## src/rtl/colj_pkg.sv

```systemverilog
package colj_pkg;
  typedef enum logic {ST_NORMAL = 1'b0, ST_JAB = 1'b1} jab_st_t;

  function automatic int cnt_w(input int n);
    return (n < 2) ? 1 : $clog2(n + 1);
  endfunction
endpackage

```

## src/rtl/colj_jabber.sv

```systemverilog
module colj_jabber
  import colj_pkg::*;
#(
  parameter int JAB_CYC   = 5000000,
  parameter int UNJAB_CYC = 50000000
) (
  input  logic clk,
  input  logic rst_n,
  input  logic do_act,
  output logic jab
);
  localparam int MAXC = (JAB_CYC > UNJAB_CYC) ? JAB_CYC : UNJAB_CYC;
  localparam int W    = cnt_w(MAXC);

  jab_st_t       st_q;
  logic [W-1:0]  run_q;

  always_ff @(posedge clk or negedge rst_n) begin
    if (!rst_n) begin
      st_q  <= ST_NORMAL;
      run_q <= '0;
    end else begin
      case (st_q)
        ST_NORMAL: begin
          if (!do_act) run_q <= '0;
          else if (run_q == W'(JAB_CYC - 1)) begin
            st_q  <= ST_JAB;
            run_q <= '0;
          end else run_q <= run_q + W'(1);
        end
        default: begin
          if (do_act) run_q <= '0;
          else if (run_q == W'(UNJAB_CYC - 1)) begin
            st_q  <= ST_NORMAL;
            run_q <= '0;
          end else run_q <= run_q + W'(1);
        end
      endcase
    end
  end

  assign jab = (st_q == ST_JAB);

  a_r2_entry_needs_activity: assert property (@(posedge clk) disable iff (!rst_n)
    $rose(jab) |-> $past(do_act));
  a_r3_release_needs_quiet: assert property (@(posedge clk) disable iff (!rst_n)
    $fell(jab) |-> !$past(do_act));
endmodule

```

## src/rtl/colj_heartbeat.sv

```systemverilog
module colj_heartbeat
  import colj_pkg::*;
#(
  parameter int HB_DLY = 100,
  parameter int HB_LEN = 100
) (
  input  logic clk,
  input  logic rst_n,
  input  logic do_act,
  input  logic sqe_en,
  input  logic jab,
  output logic hb
);
  localparam int TOT = HB_DLY + HB_LEN;
  localparam int W   = cnt_w(TOT);

  logic [W-1:0] t_q;
  logic         do_q;

  always_ff @(posedge clk or negedge rst_n) begin
    if (!rst_n) begin
      t_q  <= '0;
      do_q <= 1'b0;
    end else begin
      do_q <= do_act;
      if (do_q && !do_act && !jab && sqe_en) t_q <= W'(1);
      else if (t_q != '0) begin
        if (do_act || jab || t_q == W'(TOT)) t_q <= '0;
        else t_q <= t_q + W'(1);
      end
    end
  end

  assign hb = (t_q > W'(HB_DLY));

  a_r5_no_hb_in_jabber: assert property (@(posedge clk) disable iff (!rst_n)
    hb |-> !jab);
  a_r4_hb_after_quiet: assert property (@(posedge clk) disable iff (!rst_n)
    hb |-> !$past(do_act));
endmodule

```

## src/rtl/colj_stretch.sv

```systemverilog
module colj_stretch
  import colj_pkg::*;
#(
  parameter int HOLD = 4000000
) (
  input  logic clk,
  input  logic rst_n,
  input  logic src,
  output logic on
);
  localparam int W = cnt_w(HOLD);

  logic [W-1:0] cnt_q;

  always_ff @(posedge clk or negedge rst_n) begin
    if (!rst_n) cnt_q <= '0;
    else if (src) cnt_q <= W'(HOLD);
    else if (cnt_q != '0) cnt_q <= cnt_q - W'(1);
  end

  assign on = src || (cnt_q != '0);

  a_r6_hold_counts_down: assert property (@(posedge clk) disable iff (!rst_n)
    (!src && cnt_q != '0) |=> (cnt_q == $past(cnt_q) - W'(1)));
endmodule

```

## src/rtl/coljab_ctrl.sv

```systemverilog
module coljab_ctrl
  import colj_pkg::*;
#(
  parameter int JAB_CYC     = 5000000,
  parameter int UNJAB_CYC   = 50000000,
  parameter int STRETCH_CYC = 4000000,
  parameter int HB_DLY      = 100,
  parameter int HB_LEN      = 100
) (
  input  logic clk,
  input  logic rst_n,
  input  logic do_act,
  input  logic rx_act,
  input  logic sqe_en,
  output logic ci_en,
  output logic tx_inhibit,
  output logic col_led_n,
  output logic rcv_led_n,
  output logic xmt_led_n
);
  localparam int NLED = 3;

  logic jab, hb, overlap;
  logic [NLED-1:0] led_src, led_on;

  colj_jabber #(.JAB_CYC(JAB_CYC), .UNJAB_CYC(UNJAB_CYC)) u_jab (
    .clk(clk), .rst_n(rst_n), .do_act(do_act), .jab(jab));

  colj_heartbeat #(.HB_DLY(HB_DLY), .HB_LEN(HB_LEN)) u_hb (
    .clk(clk), .rst_n(rst_n), .do_act(do_act), .sqe_en(sqe_en),
    .jab(jab), .hb(hb));

  assign overlap    = do_act && rx_act;
  // index 0: collision, 1: receive, 2: transmit
  assign led_src[0] = overlap || jab;
  assign led_src[1] = rx_act;
  assign led_src[2] = do_act && !jab;

  for (genvar i = 0; i < NLED; i++) begin : g_led
    colj_stretch #(.HOLD(STRETCH_CYC)) u_st (
      .clk(clk), .rst_n(rst_n), .src(led_src[i]), .on(led_on[i]));
  end

  assign ci_en      = rst_n && (overlap || jab || hb);
  assign tx_inhibit = rst_n && jab;
  assign col_led_n  = !(rst_n && led_on[0]);
  assign rcv_led_n  = !(rst_n && led_on[1]);
  assign xmt_led_n  = !(rst_n && led_on[2]);

  a_r1_overlap_flags: assert property (@(posedge clk) disable iff (!rst_n)
    overlap |-> (ci_en && !col_led_n && !rcv_led_n));
  a_r2_inhibit_implies_col: assert property (@(posedge clk) disable iff (!rst_n)
    tx_inhibit |-> (ci_en && !col_led_n));
  a_r7_no_xmt_src_in_jab: assert property (@(posedge clk) disable iff (!rst_n)
    tx_inhibit |-> !led_src[2]);

  always_comb begin
    if (!rst_n) begin
      a_r8_reset_quiet: assert (!ci_en && !tx_inhibit && col_led_n && rcv_led_n && xmt_led_n);
    end
  end
endmodule

```

## config.mk

```make
export PLATFORM = sky130hd
export DESIGN_NAME = coljab_ctrl
export DESIGN_NICKNAME = d
export VERILOG_FILES = /design/src/rtl/colj_pkg.sv /design/src/rtl/colj_jabber.sv /design/src/rtl/colj_heartbeat.sv /design/src/rtl/colj_stretch.sv /design/src/rtl/coljab_ctrl.sv
export SDC_FILE = /design/constraint.sdc
export NUM_CORES = 1
export LEC_CHECK = 0
export BUFFER_PORTS_ARGS = -buffer_cell sky130_fd_sc_hd__clkbuf_2
export CAP_MARGIN = 5
export CORE_ASPECT_RATIO = 0.8
export CORE_UTILIZATION = 40
export CTS_CLUSTER_SIZE = 30
export DETAILED_ROUTE_END_ITERATION = 10
export SYNTH_ARGS = -nofsm -noshare
export SYNTH_HDL_FRONTEND = slang
export SYNTH_SLANG_ARGS = --single-unit
```

## constraint.sdc

```tcl
create_clock -name clk -period 4.7 [get_ports clk]
set_input_delay 1.175 -clock clk [delete_from_list [all_inputs] [get_ports clk]]
set_output_delay 1.175 -clock clk [all_outputs]
set_load 0.01 [all_outputs]
```

==> parameters.txt, run 1 <==
Parameter                              Value

Worst setup path
  Crit. End Element ... output pin
  Delay of the slowest cell on the worst path ... about 0.70 ns
  Crit-path cells ... inv_1 > ha_1 > or3b_2 > or4_1 > or2_1 > o21ai_0 > clkbuf_2
  Arrival time at the worst endpoint ... about 2.9 ns
  Combined buffer and inverter count along the critical path ... 2
  Required time at the worst-slack endpoint ... about 3.5 ns
  Highest fanout seen on the critical path ... 16
  Worst setup path class ... reg -> out
  Critical path launch point type ... flop
  Crit-path slowest cell ... or4_1
  Family of cells with the greatest summed delay on the critical path ... simple AND/OR/NAND/NOR gates

Timing
  Min Clock Period, post-route ... 4.08 ns
  Final setup slack of the worst path ... between 0.6 and 0.7 ns
  Highest achievable clock rate ... 245 MHz
  Final Slew Violations ... 0
  Setup repair after global routing missed its margin ... false
  Count of endpoints failing hold in the final timing report ... 0
  Measured slew at the worst slew-check pin ... about 0.93 ns
  Worst max-slew margin expressed relative to the limit ... a little under two fifths
  Final Skew ... 0.00616 ns
  Final setup viols ... 0
  Total negative setup slack ... 0 ns
  Tcrit/Tclk final ... 86.8%

Synth
  Yosys Warn Count ... 0
  Count of mapped cells out of synthesis ... 597
  Mapped Nets ... roughly 610
  Area share of the largest cell type after synthesis ... ~47%
  Cell types occupying the most area after synthesis ... dfrtp_1, nor2_1, xnor2_1
  Yosys cell types ... 56
  Count of state elements after synthesis ... 102
  Post-Syn Area ... between 5000 and 6000 sq um
  Top cell type by total area after synthesis ... dfrtp_1
  Most used DFF post-synth ... dfrtp_1
  Post-synthesis async set-or-reset flop share ... 100%
  Number of enable-type register cells in the synthesized netlist ... 0
  Synth Area per Inst ... a little over 9 sq um
  Share of synthesized area occupied by flip-flops and latches ... between 40% and 50%

Detailed routing
  Count of routing violations after the opening detailed-route iteration ... roughly 320
  Number of vias after detailed routing ... between 4000 and 5000
  Drt pass-1 iters ... 4
  Post-detailed-route DRC marker count ... 0
  Residual antenna-violating net count after detailed routing ... 0
  Wire length reported by the detailed router ... around 11 mm
  Average vias per placed instance ... 5.53
  Average wire per standard cell ... 14.6 um

Cells and area
  Net count reported at finish ... 608
  Inserted Diodes ... 0
  Finished Layout Cells ... 777
  Share of cells above drive strength 1 ... between 6 and 7%
  Final standard cell utilization of the core ... 45.9%
  Area growth from synthesis to layout ... 9.58%
  Most frequent standard cell in the layout excluding fill and tap cells ... dfrtp_1
  Most used cells in the layout excluding fill and tap cells ... dfrtp_1, nor2_1, nand2_1, xnor2_1, nand3_1

CTS
  Number of clock buffers inserted by TritonCTS ... 9
  Maximum count of clock buffers along a single path ... 2
  TritonCTS clock tree ... done
  Post-CTS sizing ... 0
  H-tree levels ... 3
  Total of hold buffers inserted after clock tree synthesis ... 0
  Post-CTS Repair Setup Buffers ... 0
  Clock Tree Root ... clkbuf_16
  Worst skew pair latency ... roughly 0.35 ns
  Clk slew on worst S/H paths ... 0.07 ns
  Sink count of the clock tree ... around 100

Floorplan
  Area of the core ... around 13000 sq um
  Die outline area ... ~14000 sq um
  Die Y ... between 100 and 150 um
  Number of standard-cell rows in the floorplan ... 37
  Starting Density ... a little over two fifths
  I/O pins ... 10
  Chip Width ... 133 um

Global routing
  Total routing usage reported by global routing ... 17.4%
  Largest net degree at the start of global routing ... 50
  Antenna violations before repair ... 0
  First-pass GRT wire length ... 19.9 mm
  Vias in the first global route ... between 4000 and 5000
  Remaining global-route overflow ... 0

Outcome
  Run status ... complete, no violations

Power and ir drop
  Power per cell area ... 339 nW/um^2
  Clock power frac ... about two fifths
  Switching Power ... between 0.5 and 0.6 mW
  Cell internal power dissipation ... 1.50 mW
  Share of total power in combinational logic ... under 10%
  Power consumption ... a little over 2 mW
  Worst vdd ir ... between 0.15 and 0.2 mV
  Leak Pwr ... around 2.3 nW
  Share of total power in sequential cells ... between 40% and 50%
  Switching portion of total power ... about a quarter

Placed design
  Worst setup timing slack at the placement stage ... 0.863 ns
  Number of buffers added on ports ... 9
  Placed cell count ... around 760
  Global placement routability congestion ... between 0.8 and 0.9
  HPWL after detailed placement ... between 7 and 8 mm

Min path
  Path type of the worst min-delay path ... reg -> reg

Flow run
  Maximum capacitance violations ... 0
[final timing paths]
path / from / endpoint / slack (ns) / cells after the start
worst max-delay path: g_led[0].u_st.cnt_q[0]$_DFFE_PN0P_ / col_led_n / 0.62 / 7
worst min-delay path: u_jab.run_q[0]$_DFF_PN0_ / u_jab.run_q[0]$_DFF_PN0_ / 0.46 / 1
worst max register to register: g_led[0].u_st.cnt_q[0]$_DFFE_PN0P_ / g_led[0].u_st.cnt_q[21]$_DFFE_PN0P_ / 2.02 / 7
worst min register to register: u_jab.run_q[0]$_DFF_PN0_ / u_jab.run_q[0]$_DFF_PN0_ / 0.46 / 1
max in group asynchronous: rst_n / u_jab.run_q[2]$_DFF_PN0_ / 2.90 / 2
min in group asynchronous: rst_n / g_led[1].u_st.cnt_q[6]$_DFFE_PN0P_ / 0.78 / 1
[synthesized netlist by cell type, types with 14 or more instances]
| master | count |
|---|---|
| dfrtp_1 | 102 |
| nor2_1 | 90 |
| nand2_1 | 37 |
| xnor2_1 | 37 |
| nand3_1 | 30 |
| xor2_1 | 26 |
| nor4_1 | 25 |
| clkbuf_1 | 21 |
| a21oi_1 | 20 |
| nor3_1 | 20 |
| o21ai_0 | 17 |
| or4_1 | 17 |
| or3_1 | 15 |
| inv_1 | 14 |
[worst reg2reg max path: stages, from the launching register on]
cell      delay, ns
dfrtp_1        0.39
inv_1          0.09
ha_1           0.15
or3b_2         0.55
or4_1          0.70
o211ai_1       0.44
or3_1          0.16
nand3_1        0.06
[kinds of logic (layout without fill, tap and decap cells)]
logic type / count (synthesis) / in the layout / synth area share [%]
compound gates: 89 / 89 / 10.6
xor+xnor: 63 / 63 / 10.1
fa+ha+maj: 6 / 6 / 1.37
buf+inv: 38 / 43 / 2.78
flops: 102 / 102 / 46.5
mux: 2 / 2 / 0.365
simple gates: 297 / 297 / 28.3
[stage by stage]
| stage | cell area (sq um) | hold WS [ns] |
|---|---|---|
| detailed placement | 5680 | 0.451 |
| CTS | 6010 | 0.461 |
| finish | 6010 | 0.460 |
| global route | 6010 | 0.489 |
| floorplan | 5490 | 0.425 |
| global placement | 5680 | 0.439 |
[power by group through the flow]
stage / Clock [mW] / Sequential (mW) / Combinational (mW)
3_5_place_dp: 0 / 1.02 / 0.205
5_1_grt: 0.894 / 1.01 / 0.232
6_report: 0.835 / 1.00 / 0.201
4_1_cts: 0.859 / 1.00 / 0.205
2_1_floorplan: 0 / 0.999 / 0.157
3_3_place_gp: 0 / 1.02 / 0.199
[per-layer routing]
metal	track usage, %	routed length (um)
met1	24.7	5880
met2	26.1	4960
met3	3.78	392
met4	5.91	136
met5	0	0
[registers in the layout, summed over array words and instances, names as in the netlist]
name,cells
g_led.u_st.cnt_q,66
u_jab.run_q,26
u_hb.t_q,8
u_hb.do_q,1
u_jab.jab,1
[area by class of cell]
cell class / count / area, sq um
fill: 1235 / 7090
multi-input combinational: 457 / 2780
sequential: 102 / 2550
clock buffer: 9 / 225
tap: 175 / 219
clock inverter: 7 / 104
timing repair buffer: 13 / 77.6
inverter: 14 / 52.6
No activity file was read; power rests on OpenSTA's default activity.
==> run 2: changes to the inputs <==
CORE_UTILIZATION = 57   (was 40)
CTS_CLUSTER_DIAMETER = 60   (was default)
PLACE_DENSITY = 0.76   (was default)
clock period = 3.5 ns   (was 4.7 ns; I/O delays follow)
==> parameters.txt, run 2 (synthesis gave the netlist of run 1 again) <==
Parameter                              Value

Timing
  Final Skew ... roughly 0.0084 ns
  Total negative setup slack ... 0 ns
  Measured slew at the worst slew-check pin ... about 0.86 ns
  Final setup slack of the worst path ... roughly 0.13 ns
  Tcrit/Tclk final ... a little under 100%
  Count of endpoints failing hold in the final timing report ... 0
  Worst hold slack ... between 0.4 and 0.5 ns
  Setup repair after global routing missed its margin ... false
  Min Clock Period, post-route ... between 3 and 4 ns
  Worst max-slew margin expressed relative to the limit ... 42.0%
  Highest achievable clock rate ... 297 MHz
  Final Slew Violations ... 0
  Final setup viols ... 0

Worst setup path
  Family of cells with the greatest summed delay on the critical path ... simple AND/OR/NAND/NOR gates
  Crit-path slowest cell ... or4_1
  Required time at the worst-slack endpoint ... 2.62 ns
  Combined buffer and inverter count along the critical path ... 1
  Worst setup path class ... reg -> out
  Highest fanout seen on the critical path ... 13
  Crit. End Element ... output pin
  Critical path launch point type ... flop
  Arrival time at the worst endpoint ... between 2 and 2.5 ns
  Crit-path cells ... or4_1 > or3_4 > or2_1 > o21ai_0 > clkbuf_2
  Delay of the slowest cell on the worst path ... ~0.59 ns

CTS
  TritonCTS clock tree ... done
  Maximum count of clock buffers along a single path ... 2
  Worst skew pair latency ... around 0.35 ns
  Sink count of the clock tree ... about 100
  Clk slew on worst S/H paths ... around 0.060 ns
  Number of clock buffers inserted by TritonCTS ... 9
  H-tree levels ... 3
  Clock Tree Root ... clkbuf_16
  Total of hold buffers inserted after clock tree synthesis ... 0
  Post-CTS Repair Setup Buffers ... 0

Floorplan
  Die Y ... approximately 90 um
  Die outline area ... 10000 sq um
  Number of standard-cell rows in the floorplan ... 31
  Area of the core ... between 9000 and 10000 sq um
  Starting Density ... 59.7%
  Chip Width ... ~110 um
  I/O pins ... 10

Outcome
  Run status ... finished with violations
  Violated checks ... DRC

Power and ir drop
  Switching portion of total power ... between 20% and 30%
  Leak Pwr ... about 2.4 nW
  Worst vdd ir ... between 0.2 and 0.3 mV
  Power per cell area ... roughly 430 nW/um^2
  Share of total power in combinational logic ... 10.6%
  Cell internal power dissipation ... between 1.5 and 2 mW
  Share of total power in sequential cells ... a little over half
  Switching Power ... 0.664 mW
  Clock power frac ... ~37%

Detailed routing
  Detailed-routed wire length on met2 ... between 5 and 6 mm
  Post-detailed-route DRC marker count ... 2
  Count of routing violations after the opening detailed-route iteration ... 300
  Amount of wire on met3 after detailed routing ... approximately 560 um
  Wire length reported by the detailed router ... approximately 11 mm
  Drt pass-1 iters ... 8
  Residual antenna-violating net count after detailed routing ... 0
  Number of vias after detailed routing ... 4415
  Average wire per standard cell ... around 16 um
  Average vias per placed instance ... about 6.1
  DRT met1 WL ... between 5 and 6 mm
  Max layer used ... met4

Min path
  Path type of the worst min-delay path ... reg -> reg

Placed design
  Number of buffers added on ports ... 9
  Worst setup timing slack at the placement stage ... around 0.37 ns
  Global placement routability congestion ... ~0.89
  HPWL after detailed placement ... around 7.9 mm

Global routing
  Antenna violations before repair ... 0
  Largest net degree at the start of global routing ... 40
  Remaining global-route overflow ... 0
  First-pass GRT wire length ... approximately 20 mm
  Vias in the first global route ... between 4000 and 5000
  Total routing usage reported by global routing ... ~24%

Cells and area
  Most frequent standard cell in the layout excluding fill and tap cells ... dfrtp_1
  Count of filler cells inserted in the layout ... between 700 and 800
  Area growth from synthesis to layout ... 8.74%
  Regs by FF count ... g_led.u_st.cnt_q: 66 flops, u_jab.run_q: 26 flops, u_hb.t_q: 8 flops
  Net count reported at finish ... 616
  Most used cells in the layout excluding fill and tap cells ... dfrtp_1, nor2_1, nand2_1, xnor2_1, nand3_1
  Share of cells above drive strength 1 ... under 10%
  Number of flip-flops under the largest register name ... 66
  Register name with the most flops ... g_led.u_st.cnt_q
  Inserted Diodes ... 0

Flow run
  Maximum capacitance violations ... 0
run 2: changes by cell type in the layout (fill, tap and decap cells not counted), moves of 2 or more:
cell       change
clkbuf_8       +3
inv_6          -2
clkinv_2       +2
bufinv_16      -2
buf_4          +8
run 2: layout make-up:
class                   count  area, sq um  area share (%)
clock inverters             3         17.5           0.294
multi-input cells         457         2790            46.8
flip-flops and latches    102         2550            42.8
clock buffers              13          270            4.53
well taps                 115          144            2.41
inverters                  14         52.6           0.881
repair buffers             21          138            2.31
run 2: power by group through the flow:
stage	Sequential, mW	Clock (mW)	Combinational [mW]
final	1.35	0.965	0.274
after detailed placement	1.36	0	0.275
after CTS	1.34	0.988	0.277
after floorplan	1.34	0	0.211
after global routing	1.36	1.03	0.319
after global placement	1.36	0	0.266
run 2: metrics by stage:
stage | cells | power [mW] | cell area, sq um | util [%]
finish | 725 | 2.58 | 5960 | 64.9
global route | 725 | 2.71 | 5960 | 64.9
CTS | 725 | 2.61 | 5960 | 64.8
detailed placement | 709 | 1.64 | 5670 | 61.6
global placement | 709 | 1.62 | 5670 | 61.6
floorplan | 597 | 1.55 | 5490 | -
run 2: worst paths after layout:
kind,to,cells past startpoint,from,slack (ns)
max reg2reg,g_led[2].u_st.cnt_q[7]$_DFFE_PN0P_,5,g_led[2].u_st.cnt_q[7]$_DFFE_PN0P_,0.97
max in group asynchronous,g_led[0].u_st.cnt_q[4]$_DFFE_PN0P_,2,rst_n,2.16
min,u_jab.run_q[0]$_DFF_PN0_,1,u_jab.run_q[0]$_DFF_PN0_,0.46
min in group asynchronous,u_hb.t_q[4]$_DFFE_PN0P_,1,rst_n,0.47
max,col_led_n,5,g_led[0].u_st.cnt_q[4]$_DFFE_PN0P_,0.13
min reg2reg,u_jab.run_q[0]$_DFF_PN0_,1,u_jab.run_q[0]$_DFF_PN0_,0.46
run 2: timing repair:
item,CTS,global route
gates resized for setup,1,3
gates cloned,0,0
setup endpoints to repair,1,2
run 2: metal layers:
layer	vias up	global-route usage, %
li1	2162	-
met1	2143	36.5
met2	100	35.8
met3	10	4.52
met4	0	8.11
met5	-	0
run 2: worst reg2reg max path: cells and delay by family (launching register included):
family	cells	cell delay [ns]
compound gates	2	0.39
flops	1	0.41
simple gates	3	1.64
